## src/rtl/vpw_pkg.sv

```systemverilog
package vpw_pkg;

  // Meaning of one closed interval.
  typedef enum logic [2:0] {
    SYM_NONE,
    SYM_GLITCH,
    SYM_BIT0,
    SYM_BIT1,
    SYM_SOF,
    SYM_HOLD
  } vpw_sym_e;

  // Positions of the live threshold detectors.
  localparam int HIT_EOD  = 0;
  localparam int HIT_EOF  = 1;
  localparam int HIT_IDLE = 2;
  localparam int HIT_BRK  = 3;
  localparam int N_HITS   = 4;

  // Bit value from level and length: a long interval inverts the level.
  function automatic logic vpw_bit_value(input logic act, input logic is_long);
    return act ^ is_long;
  endfunction

  // Classify an interval of len ticks at level act.
  function automatic vpw_sym_e vpw_classify(
    input logic        act,
    input int unsigned len,
    input int unsigned glitch_us,
    input int unsigned split_us,
    input int unsigned long_end_us,
    input int unsigned break_us
  );
    if (len < glitch_us)      return SYM_GLITCH;
    if (len < long_end_us)
      return vpw_bit_value(act, len >= split_us) ? SYM_BIT1 : SYM_BIT0;
    if (act && len < break_us) return SYM_SOF;
    return SYM_HOLD;
  endfunction

  // True on the tick that moves the count onto thr.
  function automatic logic vpw_reaches(input logic tick, input int unsigned cnt,
                                       input int unsigned thr);
    return tick && (cnt + 1 == thr);
  endfunction

endpackage

```

## src/rtl/vpw_sync.sv

```systemverilog
module vpw_sync #(
  parameter int STAGES = 2
) (
  input  logic clk,
  input  logic rst_n,
  input  logic bus_in,
  output logic level,
  output logic level_q,
  output logic toggle
);
  logic [STAGES-1:0] chain;

  always_ff @(posedge clk or negedge rst_n) begin
    if (!rst_n) chain <= '0;
    else        chain <= {chain[STAGES-2:0], bus_in};
  end

  always_ff @(posedge clk or negedge rst_n) begin
    if (!rst_n) level_q <= 1'b0;
    else        level_q <= level;
  end

  assign level  = chain[STAGES-1];
  assign toggle = level ^ level_q;
endmodule

```

## src/rtl/vpw_timer.sv

```systemverilog
module vpw_timer
  import vpw_pkg::*;
#(
  parameter int unsigned EOD_US   = 163,
  parameter int unsigned EOF_US   = 239,
  parameter int unsigned IDLE_US  = 300,
  parameter int unsigned BREAK_US = 240,
  parameter int          CNT_W    = 9
) (
  input  logic              clk,
  input  logic              rst_n,
  input  logic              tick,
  input  logic              level,
  input  logic              toggle,
  output logic [CNT_W-1:0]  cnt,
  output logic [N_HITS-1:0] hits
);
  localparam logic [CNT_W-1:0] SAT = CNT_W'(IDLE_US);

  always_ff @(posedge clk or negedge rst_n) begin
    if (!rst_n)                  cnt <= '0;
    else if (toggle)             cnt <= '0;
    else if (tick && cnt != SAT) cnt <= cnt + 1'b1;
  end

  for (genvar g = 0; g < N_HITS; g++) begin : g_hit
    localparam int unsigned THR = (g == HIT_EOD)  ? EOD_US  :
                                  (g == HIT_EOF)  ? EOF_US  :
                                  (g == HIT_IDLE) ? IDLE_US : BREAK_US;
    localparam logic ON_ACT = (g == HIT_BRK);
    assign hits[g] = !toggle && (level == ON_ACT) &&
                     vpw_reaches(tick, 32'(cnt), THR);
  end
endmodule

```

## src/rtl/vpw_classify.sv

```systemverilog
module vpw_classify
  import vpw_pkg::*;
#(
  parameter int unsigned GLITCH_US  = 34,
  parameter int unsigned SPLIT_US   = 96,
  parameter int unsigned SOF_MIN_US = 163,
  parameter int unsigned BREAK_US   = 240,
  parameter int          CNT_W      = 9
) (
  input  logic             clk,
  input  logic             rst_n,
  input  logic             toggle,
  input  logic             ended_act,
  input  logic [CNT_W-1:0] cnt,
  output logic             sym_valid,
  output vpw_sym_e         sym,
  output logic             sym_act
);
  always_ff @(posedge clk or negedge rst_n) begin
    if (!rst_n) begin
      sym_valid <= 1'b0;
      sym       <= SYM_NONE;
      sym_act   <= 1'b0;
    end else begin
      sym_valid <= toggle;
      sym_act   <= ended_act;
      sym       <= toggle ? vpw_classify(ended_act, 32'(cnt), GLITCH_US, SPLIT_US,
                                         SOF_MIN_US, BREAK_US)
                          : SYM_NONE;
    end
  end
endmodule

```

## src/rtl/vpw_assembler.sv

```systemverilog
module vpw_assembler
  import vpw_pkg::*;
#(
  parameter int BITS = 8
) (
  input  logic              clk,
  input  logic              rst_n,
  input  logic              sym_valid,
  input  vpw_sym_e          sym,
  input  logic              sym_act,
  input  logic [N_HITS-1:0] hits,
  output logic [BITS-1:0]   byte_data,
  output logic              byte_valid,
  output logic              frame_start,
  output logic              data_end,
  output logic              frame_end,
  output logic              bus_idle,
  output logic              bus_break,
  output logic              sym_error,
  output logic              in_frame
);
  localparam int IDX_W = $clog2(BITS);
  localparam logic [IDX_W-1:0] LAST = IDX_W'(BITS - 1);

  logic [IDX_W-1:0] idx;
  logic [BITS-2:0]  shreg;
  logic             is_bit;
  logic             bit_val;

  assign is_bit  = sym_valid && (sym == SYM_BIT0 || sym == SYM_BIT1);
  assign bit_val = (sym == SYM_BIT1);

  always_ff @(posedge clk or negedge rst_n) begin
    if (!rst_n) begin
      byte_data   <= '0;
      byte_valid  <= 1'b0;
      frame_start <= 1'b0;
      data_end    <= 1'b0;
      frame_end   <= 1'b0;
      bus_idle    <= 1'b0;
      bus_break   <= 1'b0;
      sym_error   <= 1'b0;
      in_frame    <= 1'b0;
      idx         <= '0;
      shreg       <= '0;
    end else begin
      byte_valid  <= 1'b0;
      frame_start <= 1'b0;
      data_end    <= 1'b0;
      frame_end   <= 1'b0;
      bus_idle    <= 1'b0;
      bus_break   <= 1'b0;
      sym_error   <= 1'b0;

      if (sym_valid && sym == SYM_SOF) begin
        frame_start <= 1'b1;
        in_frame    <= 1'b1;
        idx         <= '0;
      end else if (is_bit) begin
        if (!in_frame || (idx == '0 && sym_act)) begin
          sym_error <= 1'b1;
          idx       <= '0;
        end else begin
          shreg <= {shreg[BITS-3:0], bit_val};
          if (idx == LAST) begin
            byte_valid <= 1'b1;
            byte_data  <= {shreg, bit_val};
            idx        <= '0;
          end else begin
            idx <= idx + 1'b1;
          end
        end
      end

      if (hits[HIT_EOD] && in_frame) begin
        data_end <= 1'b1;
        if (idx != '0) begin
          sym_error <= 1'b1;
          idx       <= '0;
        end
      end
      if (hits[HIT_EOF] && in_frame) begin
        frame_end <= 1'b1;
        in_frame  <= 1'b0;
        idx       <= '0;
      end
      if (hits[HIT_IDLE]) bus_idle <= 1'b1;
      if (hits[HIT_BRK]) begin
        bus_break <= 1'b1;
        in_frame  <= 1'b0;
        idx       <= '0;
      end
    end
  end
endmodule

```

## src/rtl/vpw_decoder.sv

```systemverilog
module vpw_decoder
  import vpw_pkg::*;
#(
  parameter int          SYNC_STAGES = 2,
  parameter int unsigned GLITCH_US   = 34,
  parameter int unsigned SPLIT_US    = 96,
  parameter int unsigned SOF_MIN_US  = 163,
  parameter int unsigned EOD_US      = 163,
  parameter int unsigned EOF_US      = 239,
  parameter int unsigned BREAK_US    = 240,
  parameter int unsigned IDLE_US     = 300,
  parameter int          BYTE_BITS   = 8
) (
  input  logic                 clk,
  input  logic                 rst_n,
  input  logic                 us_tick,
  input  logic                 bus_in,
  output logic [BYTE_BITS-1:0] byte_data,
  output logic                 byte_valid,
  output logic                 frame_start,
  output logic                 data_end,
  output logic                 frame_end,
  output logic                 bus_idle,
  output logic                 bus_break,
  output logic                 sym_error
);
  localparam int CNT_W = $clog2(IDLE_US + 1);

  // Internal events, named so that the bound checker can watch them.
  logic              lvl_sync_w;
  logic              lvl_end_w;
  logic              edge_w;
  logic [CNT_W-1:0]  cnt_w;
  logic [N_HITS-1:0] hits_w;
  logic              sym_valid_w;
  vpw_sym_e          sym_w;
  logic              sym_act_w;
  logic              in_frame_w;

  vpw_sync #(.STAGES(SYNC_STAGES)) u_sync (
    .clk     (clk),
    .rst_n   (rst_n),
    .bus_in  (bus_in),
    .level   (lvl_sync_w),
    .level_q (lvl_end_w),
    .toggle  (edge_w)
  );

  vpw_timer #(
    .EOD_US   (EOD_US),
    .EOF_US   (EOF_US),
    .IDLE_US  (IDLE_US),
    .BREAK_US (BREAK_US),
    .CNT_W    (CNT_W)
  ) u_timer (
    .clk    (clk),
    .rst_n  (rst_n),
    .tick   (us_tick),
    .level  (lvl_sync_w),
    .toggle (edge_w),
    .cnt    (cnt_w),
    .hits   (hits_w)
  );

  vpw_classify #(
    .GLITCH_US  (GLITCH_US),
    .SPLIT_US   (SPLIT_US),
    .SOF_MIN_US (SOF_MIN_US),
    .BREAK_US   (BREAK_US),
    .CNT_W      (CNT_W)
  ) u_classify (
    .clk       (clk),
    .rst_n     (rst_n),
    .toggle    (edge_w),
    .ended_act (lvl_end_w),
    .cnt       (cnt_w),
    .sym_valid (sym_valid_w),
    .sym       (sym_w),
    .sym_act   (sym_act_w)
  );

  vpw_assembler #(.BITS(BYTE_BITS)) u_asm (
    .clk         (clk),
    .rst_n       (rst_n),
    .sym_valid   (sym_valid_w),
    .sym         (sym_w),
    .sym_act     (sym_act_w),
    .hits        (hits_w),
    .byte_data   (byte_data),
    .byte_valid  (byte_valid),
    .frame_start (frame_start),
    .data_end    (data_end),
    .frame_end   (frame_end),
    .bus_idle    (bus_idle),
    .bus_break   (bus_break),
    .sym_error   (sym_error),
    .in_frame    (in_frame_w)
  );
endmodule

```

## config.mk

```make
export PLATFORM = sky130hd
export DESIGN_NAME = vpw_decoder
export DESIGN_NICKNAME = d
export VERILOG_FILES = /design/src/rtl/vpw_pkg.sv /design/src/rtl/vpw_sync.sv /design/src/rtl/vpw_timer.sv /design/src/rtl/vpw_classify.sv /design/src/rtl/vpw_assembler.sv /design/src/rtl/vpw_decoder.sv
export SDC_FILE = /design/constraint.sdc
export NUM_CORES = 1
export LEC_CHECK = 0
export CORE_MARGIN = 2
export CORE_UTILIZATION = 55
export CTS_CLUSTER_SIZE = 25
export DETAILED_ROUTE_END_ITERATION = 16
export DONT_BUFFER_PORTS = 1
export PLACE_DENSITY = 0.8
export SETUP_SLACK_MARGIN = 0.15
export SLEW_MARGIN = 20
export SYNTH_ARGS = -nofsm -noshare
export SYNTH_HDL_FRONTEND = slang
export SYNTH_HIERARCHICAL = 1
export SYNTH_SLANG_ARGS = --single-unit
export TNS_END_PERCENT = 5
```

## constraint.sdc

```tcl
create_clock -name clk -period 3.9 [get_ports clk]
set_clock_uncertainty 0.1 [all_clocks]
set_input_delay 0.195 -clock clk [delete_from_list [all_inputs] [get_ports clk]]
set_output_delay 0.195 -clock clk [all_outputs]
set_load 0.03 [all_outputs]
```

==> results of run 1 <==
stage by stage:
stage | setup slack [ns] | instance area, um2 | utilization, % | hold slack, ns
6_report | 1.45 | 2420 | 60.5 | 0.0548
2_1_floorplan | 1.82 | 2270 | - | -0.201
4_1_cts | 1.46 | 2420 | 60.5 | 0.0523
3_3_place_gp | 1.57 | 2290 | 57.2 | -0.200
3_5_place_dp | 1.50 | 2290 | 57.2 | -0.200
5_1_grt | 1.27 | 2420 | 60.5 | 0.0575
cell families after synthesis:
family          Yosys count  share of synthesized area (%)
compound gates           33                           9.92
xor+xnor                  7                           2.70
fa+ha+maj                 6                           3.31
buf+inv                  20                           4.30
flops                    43                           47.4
mux                      19                           9.54
simple gates             75                           22.8
final cells by class:
| type | instances | area, um2 | area share, % |
|---|---|---|---|
| Timing Repair Buffer | 4 | 47.5 | 1.96 |
| Tap cell | 50 | 62.6 | 2.59 |
| Inverter | 12 | 45.0 | 1.86 |
| Clock buffer | 5 | 68.8 | 2.84 |
| Sequential cell | 43 | 1080 | 44.5 |
| Multi-Input combinational cell | 140 | 1100 | 45.3 |
| Clock inverter | 3 | 23.8 | 0.982 |
flip-flops by register name, summed over array words and instances (netlist names):
register              flops
u_asm/byte_data           8
u_asm/bus_break           1
u_asm/byte_valid          1
u_classify/sym_act        1
u_asm/shreg               7
u_asm/in_frame            1
u_asm/data_end            1
u_timer/cnt               9
u_asm/bus_idle            1
u_sync/chain              2
u_asm/sym_error           1
u_asm/frame_end           1
u_asm/frame_start         1
u_classify/sym            3
u_asm/idx                 3
u_classify/sym_valid      1
u_sync/level_q            1
per-layer routing:
layer	vias to the layer above	wire length [um]	GRT usage, %
met5	-	0	0
met4	0	130	11.5
met3	12	136	5.26
met2	31	1820	30.1
met1	728	1830	24.0
li1	738	-	-
worst register-to-register path: stages, from the launching register on:
cell and delay, ns:
dfrtp_1 0.52, ha_1 0.46, nand2_2 0.14, a21oi_1 0.17, o32a_1 0.23, and4bb_1 0.23
a21o_1 0.20, a221oi_1 0.30
power groups by stage:
stage | Combinational, mW | Clock, mW | Sequential [mW]
floorplan | 0.0386 | 0 | 0.477
global placement | 0.0456 | 0 | 0.480
detailed placement | 0.0463 | 0 | 0.481
CTS | 0.0592 | 0.296 | 0.472
global route | 0.0687 | 0.316 | 0.474
finish | 0.0587 | 0.285 | 0.472
worst paths after layout:
| path | slack (ns) | from | end | cells past startpoint |
|---|---|---|---|---|
| setup reg to reg | 1.45 | u_timer/cnt[1]$_DFFE_PN0P_ | u_asm/idx[1]$_DFF_PN0_ | 7 |
| hold reg to reg | 0.25 | u_sync/chain[0]$_DFF_PN0_ | u_sync/chain[1]$_DFF_PN0_ | 0 |
| min in group asynchronous | 0.25 | rst_n | u_asm/byte_data[5]$_DFFE_PN0P_ | 2 |
| hold / removal | 0.05 | us_tick | u_timer/cnt[7]$_DFFE_PN0P_ | 3 |
| max in group asynchronous | 3.25 | rst_n | u_sync/chain[0]$_DFF_PN0_ | 2 |
| setup / recovery | 1.45 | u_timer/cnt[1]$_DFFE_PN0P_ | u_asm/idx[1]$_DFF_PN0_ | 7 |
cell usage in the layout, fill, tap and decap left out, types with 3 or more instances in the layout:
cell type  count
dfrtp_1       43
inv_1         12
xnor2_1        5
nand2_1        9
or3_1          3
and4_1         3
nand4_1        5
nor2b_1        3
nand3_1        3
a221oi_1       3
mux2i_1        4
a21oi_1        7
nor3_1         4
clkbuf_8       5
and3_1         3
nor2_1        13
mux2_2        13
a21o_1         3
o21ai_0        7
ha_1           6
what timing repair did:
action,CTS,global route
setup buffers,0,0
endpoints found under the hold margin,44,0
hold buffers,3,0
==> flow_metrics.env, run 1 <==
export IMPL_crit_chain="ha_1, nand2_2, a21oi_1, o32a_1, and4bb_1, a21o_1, a221oi_1"
export IMPL_synth_cell_type_count=58
export IMPL_drt_iter0_markers=77
export IMPL_cts_tree="built"
export IMPL_outcome="finished clean"
export IMPL_period_needed_ns=2.45
export IMPL_drt_vias_per_instance=5.87
export IMPL_dieHeight_um=68.2
export IMPL_intPower_mw=0.608
export IMPL_synth_top_cell_area_share_pct=47.4
export IMPL_fin_crit_sh_pct=62.8
export IMPL_cp_slowest_cell="dfrtp_1"
export IMPL_ys_top_cells_by_area="dfrtp_1 (47%), mux2_2 (6.4%), ha_1 (3.3%)"
export IMPL_maxCapViolCount=0
export IMPL_p_total_mw=0.815
export IMPL_worstSkewPairLatency_ns=0.30
export IMPL_sw_frac_of_total_pct=25.4
export IMPL_setup_viol=0
export IMPL_synth_main_ff_cell="dfrtp_1"
export IMPL_drt_pass1_iter_count=4
export IMPL_powerDensity_nw_per_um2=337
export IMPL_cts_resized=0
export IMPL_yosysMostFrequentCell="dfrtp_1"
export IMPL_coreArea_um2=4000
export IMPL_grt_pass1_wl_um=6520
export IMPL_fin_tns_setup_ns=0
export IMPL_finalWirelength_um=3920
export IMPL_hpwlAfterDp_um=2780
export IMPL_netlist_instances=203
export IMPL_clk_pin_slew_ns=0.09
export IMPL_fin_cells=257
export IMPL_synth_edf_count=0
export IMPL_slew_viol_final=0
export IMPL_ir_drop_v=0.000165
export IMPL_start_kind="register"
export IMPL_path_class="register to register"
export IMPL_syn_nets=213
export IMPL_yosysSeqAreaShare_pct=47.4
export IMPL_grt_pass1_vias=1387
export IMPL_fp_row_count=23
export IMPL_combPwrFrac_pct=7.2
export IMPL_routabilityCongestion=0.884
export IMPL_via_count=1509
export IMPL_grt_antenna_before_repair=0
export IMPL_rsz0062_at_grt="false"
export IMPL_area_growth_pct=6.62
export IMPL_worstSetupEndpointType="register"
export IMPL_grt_overflow_total=0
export IMPL_grtUsageTotal_pct=19.4
export IMPL_antenna_diode_count=0
export IMPL_nets=216
export IMPL_synth_seq_cells=43
export IMPL_slew_headroom_pct=66.1
export IMPL_cts_buffers_inserted=5
export IMPL_pin_count=19
export IMPL_avgSynthCellArea_um2=11.2
export IMPL_crit_fanout=13
export IMPL_cp_required_ns=4.00
export IMPL_pwr_share_seq_pct=57.9
export IMPL_clock_power_share_pct=34.9
export IMPL_die_w_um=68.2
export IMPL_cts_sinks=43
export IMPL_fill_cells=306
export IMPL_synth_common_cells="dfrtp_1 (43), mux2_2 (13), nor2_1 (13)"
export IMPL_yosysTopAreaCell="dfrtp_1"
export IMPL_drtAntennaViolNets=0
export IMPL_clock_tree_buffer_depth=2
export IMPL_crit_buf_inv=0
export IMPL_start_util_pct=56.7
export IMPL_port_buffers=0
export IMPL_yosysWarnings=6
export IMPL_tightestPinTransition_ns=0.509
export IMPL_hold_viol=0
export IMPL_h_tree_depth=2
export IMPL_crit_family="compound AO/OA/AOI/OAI gates"
export IMPL_hp_class="input port to register"
export IMPL_critPathMaxStageDelay_ns=0.52
export IMPL_drc=0
export IMPL_grt_max_degree=44
export IMPL_netlist_area_um2=2270
export IMPL_leakage_nw=1.09
export IMPL_dp_cells=246
export IMPL_root_buffer="clkbuf_8"
export IMPL_drive_gt1_share_pct=19.8
export IMPL_avgRoutedWirePerCell_um=15.3
export IMPL_critPathArrivalTime_ns=2.55
export IMPL_dieArea_um2=4660
export IMPL_netSwitchingPower_mw=0.207
export IMPL_ys_async_sr_fraction_pct=100
export IMPL_max_freq_ghz=0.409
No activity file was read; power rests on OpenSTA's default activity.
==> inputs of run 2 (changes only) <==
clock period = 2.3 ns   (was 3.9 ns; I/O delays follow)
==> run 2 against run 1 <==
  * Utilization up 2.8 points
  * Clock-buffer cell count unchanged
  * Clock power up 71%
  * Combinational power up 130%
  * Register-to-register slack worse by 1.3 ns
  * Power up 74%
  * Sequential share of layout area down 1.8 points
  * Worst hold slack worse by 0.041 ns
  * Via count up 6.4%
  * Routed wire length up 8.2%
  * Global-route usage up 1.0 points
  * Largest cell class unchanged
==> flow_metrics.env, run 2 (synthesis gave the netlist of run 1 again) <==
export IMPL_outcome="finished clean"
export IMPL_hp_class="input port to register"
export IMPL_maxCapViolCount=0
export IMPL_final_cell_mix="dfrtp_1 (40), nor2_1 (13), mux2_2 (13)"
export IMPL_fin_tns_setup_ns=0
export IMPL_nets=225
export IMPL_cts_tree="built"
export IMPL_port_buffers=0
export IMPL_die_w_um=68.2
export IMPL_drtAntennaViolNets=0
export IMPL_largest_reg_flops=9
export IMPL_grt_pass1_wl_um=7000
export IMPL_postCtsSetupBuffers=0
export IMPL_grt_max_degree=44
export IMPL_start_util_pct=56.7
export IMPL_rsz0062_at_grt="true"
export IMPL_setup_viol=0
export IMPL_leakage_nw=1.15
export IMPL_fp_row_count=23
export IMPL_period_needed_ns=2.13
export IMPL_worstSkewPairLatency_ns=0.30
export IMPL_finalWirelength_um=4250
export IMPL_drc=0
export IMPL_area_growth_pct=11.5
export IMPL_grt_overflow_total=0
export IMPL_slew_headroom_pct=68.1
export IMPL_ir_drop_v=0.000309
export IMPL_max_freq_ghz=0.469
export IMPL_biggestRegsByFlops="u_timer/cnt: 9 flops, u_asm/byte_data: 8 flops, u_asm/shreg: 7 flops"
export IMPL_powerDensity_nw_per_um2=560
export IMPL_worstSetupEndpointType="register"
export IMPL_dieHeight_um=68.2
export IMPL_crit_fanout=7
export IMPL_drt_vias_per_instance=6.03
export IMPL_dieArea_um2=4660
export IMPL_coreArea_um2=4000
export IMPL_multi_input_area_um2=1130
export IMPL_fill_cells=313
export IMPL_h_tree_depth=2
export IMPL_routabilityCongestion=0.941
export IMPL_cts_buffers_inserted=5
export IMPL_critPathArrivalTime_ns=2.23
export IMPL_clock_tree_buffer_depth=2
export IMPL_drt_iter0_markers=99
export IMPL_drt_pass1_iter_count=4
export IMPL_slew_viol_final=0
export IMPL_p_total_mw=1.42
export IMPL_root_buffer="clkbuf_8"
export IMPL_grt_pass1_vias=1544
export IMPL_antenna_diode_count=0
export IMPL_seqCellArea_um2=1080
export IMPL_path_class="register to register"
export IMPL_grt_antenna_before_repair=0
export IMPL_drive_gt1_share_pct=25.9
export IMPL_grtUsageTotal_pct=20.4
export IMPL_regMostFlops="u_timer/cnt"
export IMPL_via_count=1605
export IMPL_tightestPinTransition_ns=0.479
export IMPL_cts_sinks=43
export IMPL_hold_viol=0
export IMPL_fin_crit_sh_pct=92.8
export IMPL_final_common_cell="dfrtp_1"
export IMPL_clk_pin_slew_ns=0.08
export IMPL_pin_count=19
export IMPL_start_kind="register"
export IMPL_cp_required_ns=2.40
export IMPL_avgRoutedWirePerCell_um=16.0
export IMPL_hpwlAfterDp_um=3020
[run 2: cell types whose count changed in the layout (fill, tap and decap cells not counted), sizes merged]
| cell | before | now |
|---|---|---|
| dlygate4sd3 | 2 | 3 |
| buf | 2 | 10 |
[run 2: report_power, final]
part	total, mW	leakage [nW]	internal, mW	switching, mW
registers	0.796	0.571	0.775	0.0210
clock network	0.486	0.0408	0.217	0.269
logic	0.134	0.541	0.0568	0.0777
[run 2: layout make-up]
class / instances / share of cell area (%)
multi-input combinational: 140 / 44.5
tap: 50 / 2.47
sequential: 43 / 42.7
timing repair buffer: 13 / 4.94
clock inverter: 3 / 0.939
clock buffer: 5 / 2.72
inverter: 12 / 1.78
[run 2: worst max-delay path, stage by stage (launching register included)]
cell	delay (ns)
dfrtp_1	0.43
buf_6	0.16
and4_2	0.24
nor3b_2	0.17
o21ai_1	0.18
and4bb_1	0.26
a21o_1	0.21
a221oi_2	0.28
[run 2: final timing paths]
kind / start / endpoint / slack, ns / depth (start not counted)
worst max-delay path: u_timer/cnt[0]$_DFFE_PN0P_ / u_asm/idx[0]$_DFF_PN0_ / 0.17 / 7
worst min register to register: u_sync/chain[0]$_DFF_PN0_ / u_sync/chain[1]$_DFF_PN0_ / 0.26 / 0
worst max register to register: u_timer/cnt[0]$_DFFE_PN0P_ / u_asm/idx[0]$_DFF_PN0_ / 0.17 / 7
worst min-delay path: us_tick / u_timer/cnt[8]$_DFFE_PN0P_ / 0.01 / 4
min in group asynchronous: rst_n / u_asm/byte_data[6]$_DFFE_PN0P_ / 0.16 / 2
max in group asynchronous: rst_n / u_timer/cnt[3]$_DFFE_PN0P_ / 1.71 / 2
[run 2: through the flow]
stage	cell area, um2	util, %	cells	hold WS [ns]	setup slack [ns]
finish	2530	63.3	266	0.0138	0.166
global route	2530	63.3	266	0.0243	0.0878
CTS	2500	62.5	266	0.00766	0.193
detailed placement	2350	58.7	254	-0.280	0.0617
global placement	2350	58.7	254	-0.280	0.187
floorplan	2270	-	203	-0.281	0.222
[run 2: per-layer routing]
metal / vias up / GRT usage, % / routed length (um)
li1: 760 / - / -
met2: 46 / 34.7 / 2090
met1: 785 / 24.3 / 1890
met3: 14 / 4.77 / 165
met4: 0 / 9.50 / 108
met5: - / 0 / 0
[run 2: what timing repair did]
action,4_1_cts,5_1_grt
hold endpoints to repair,48,0
endpoints found under the setup margin,3,3
hold buffers,4,0
pin swaps,0,4
resized for setup,4,7
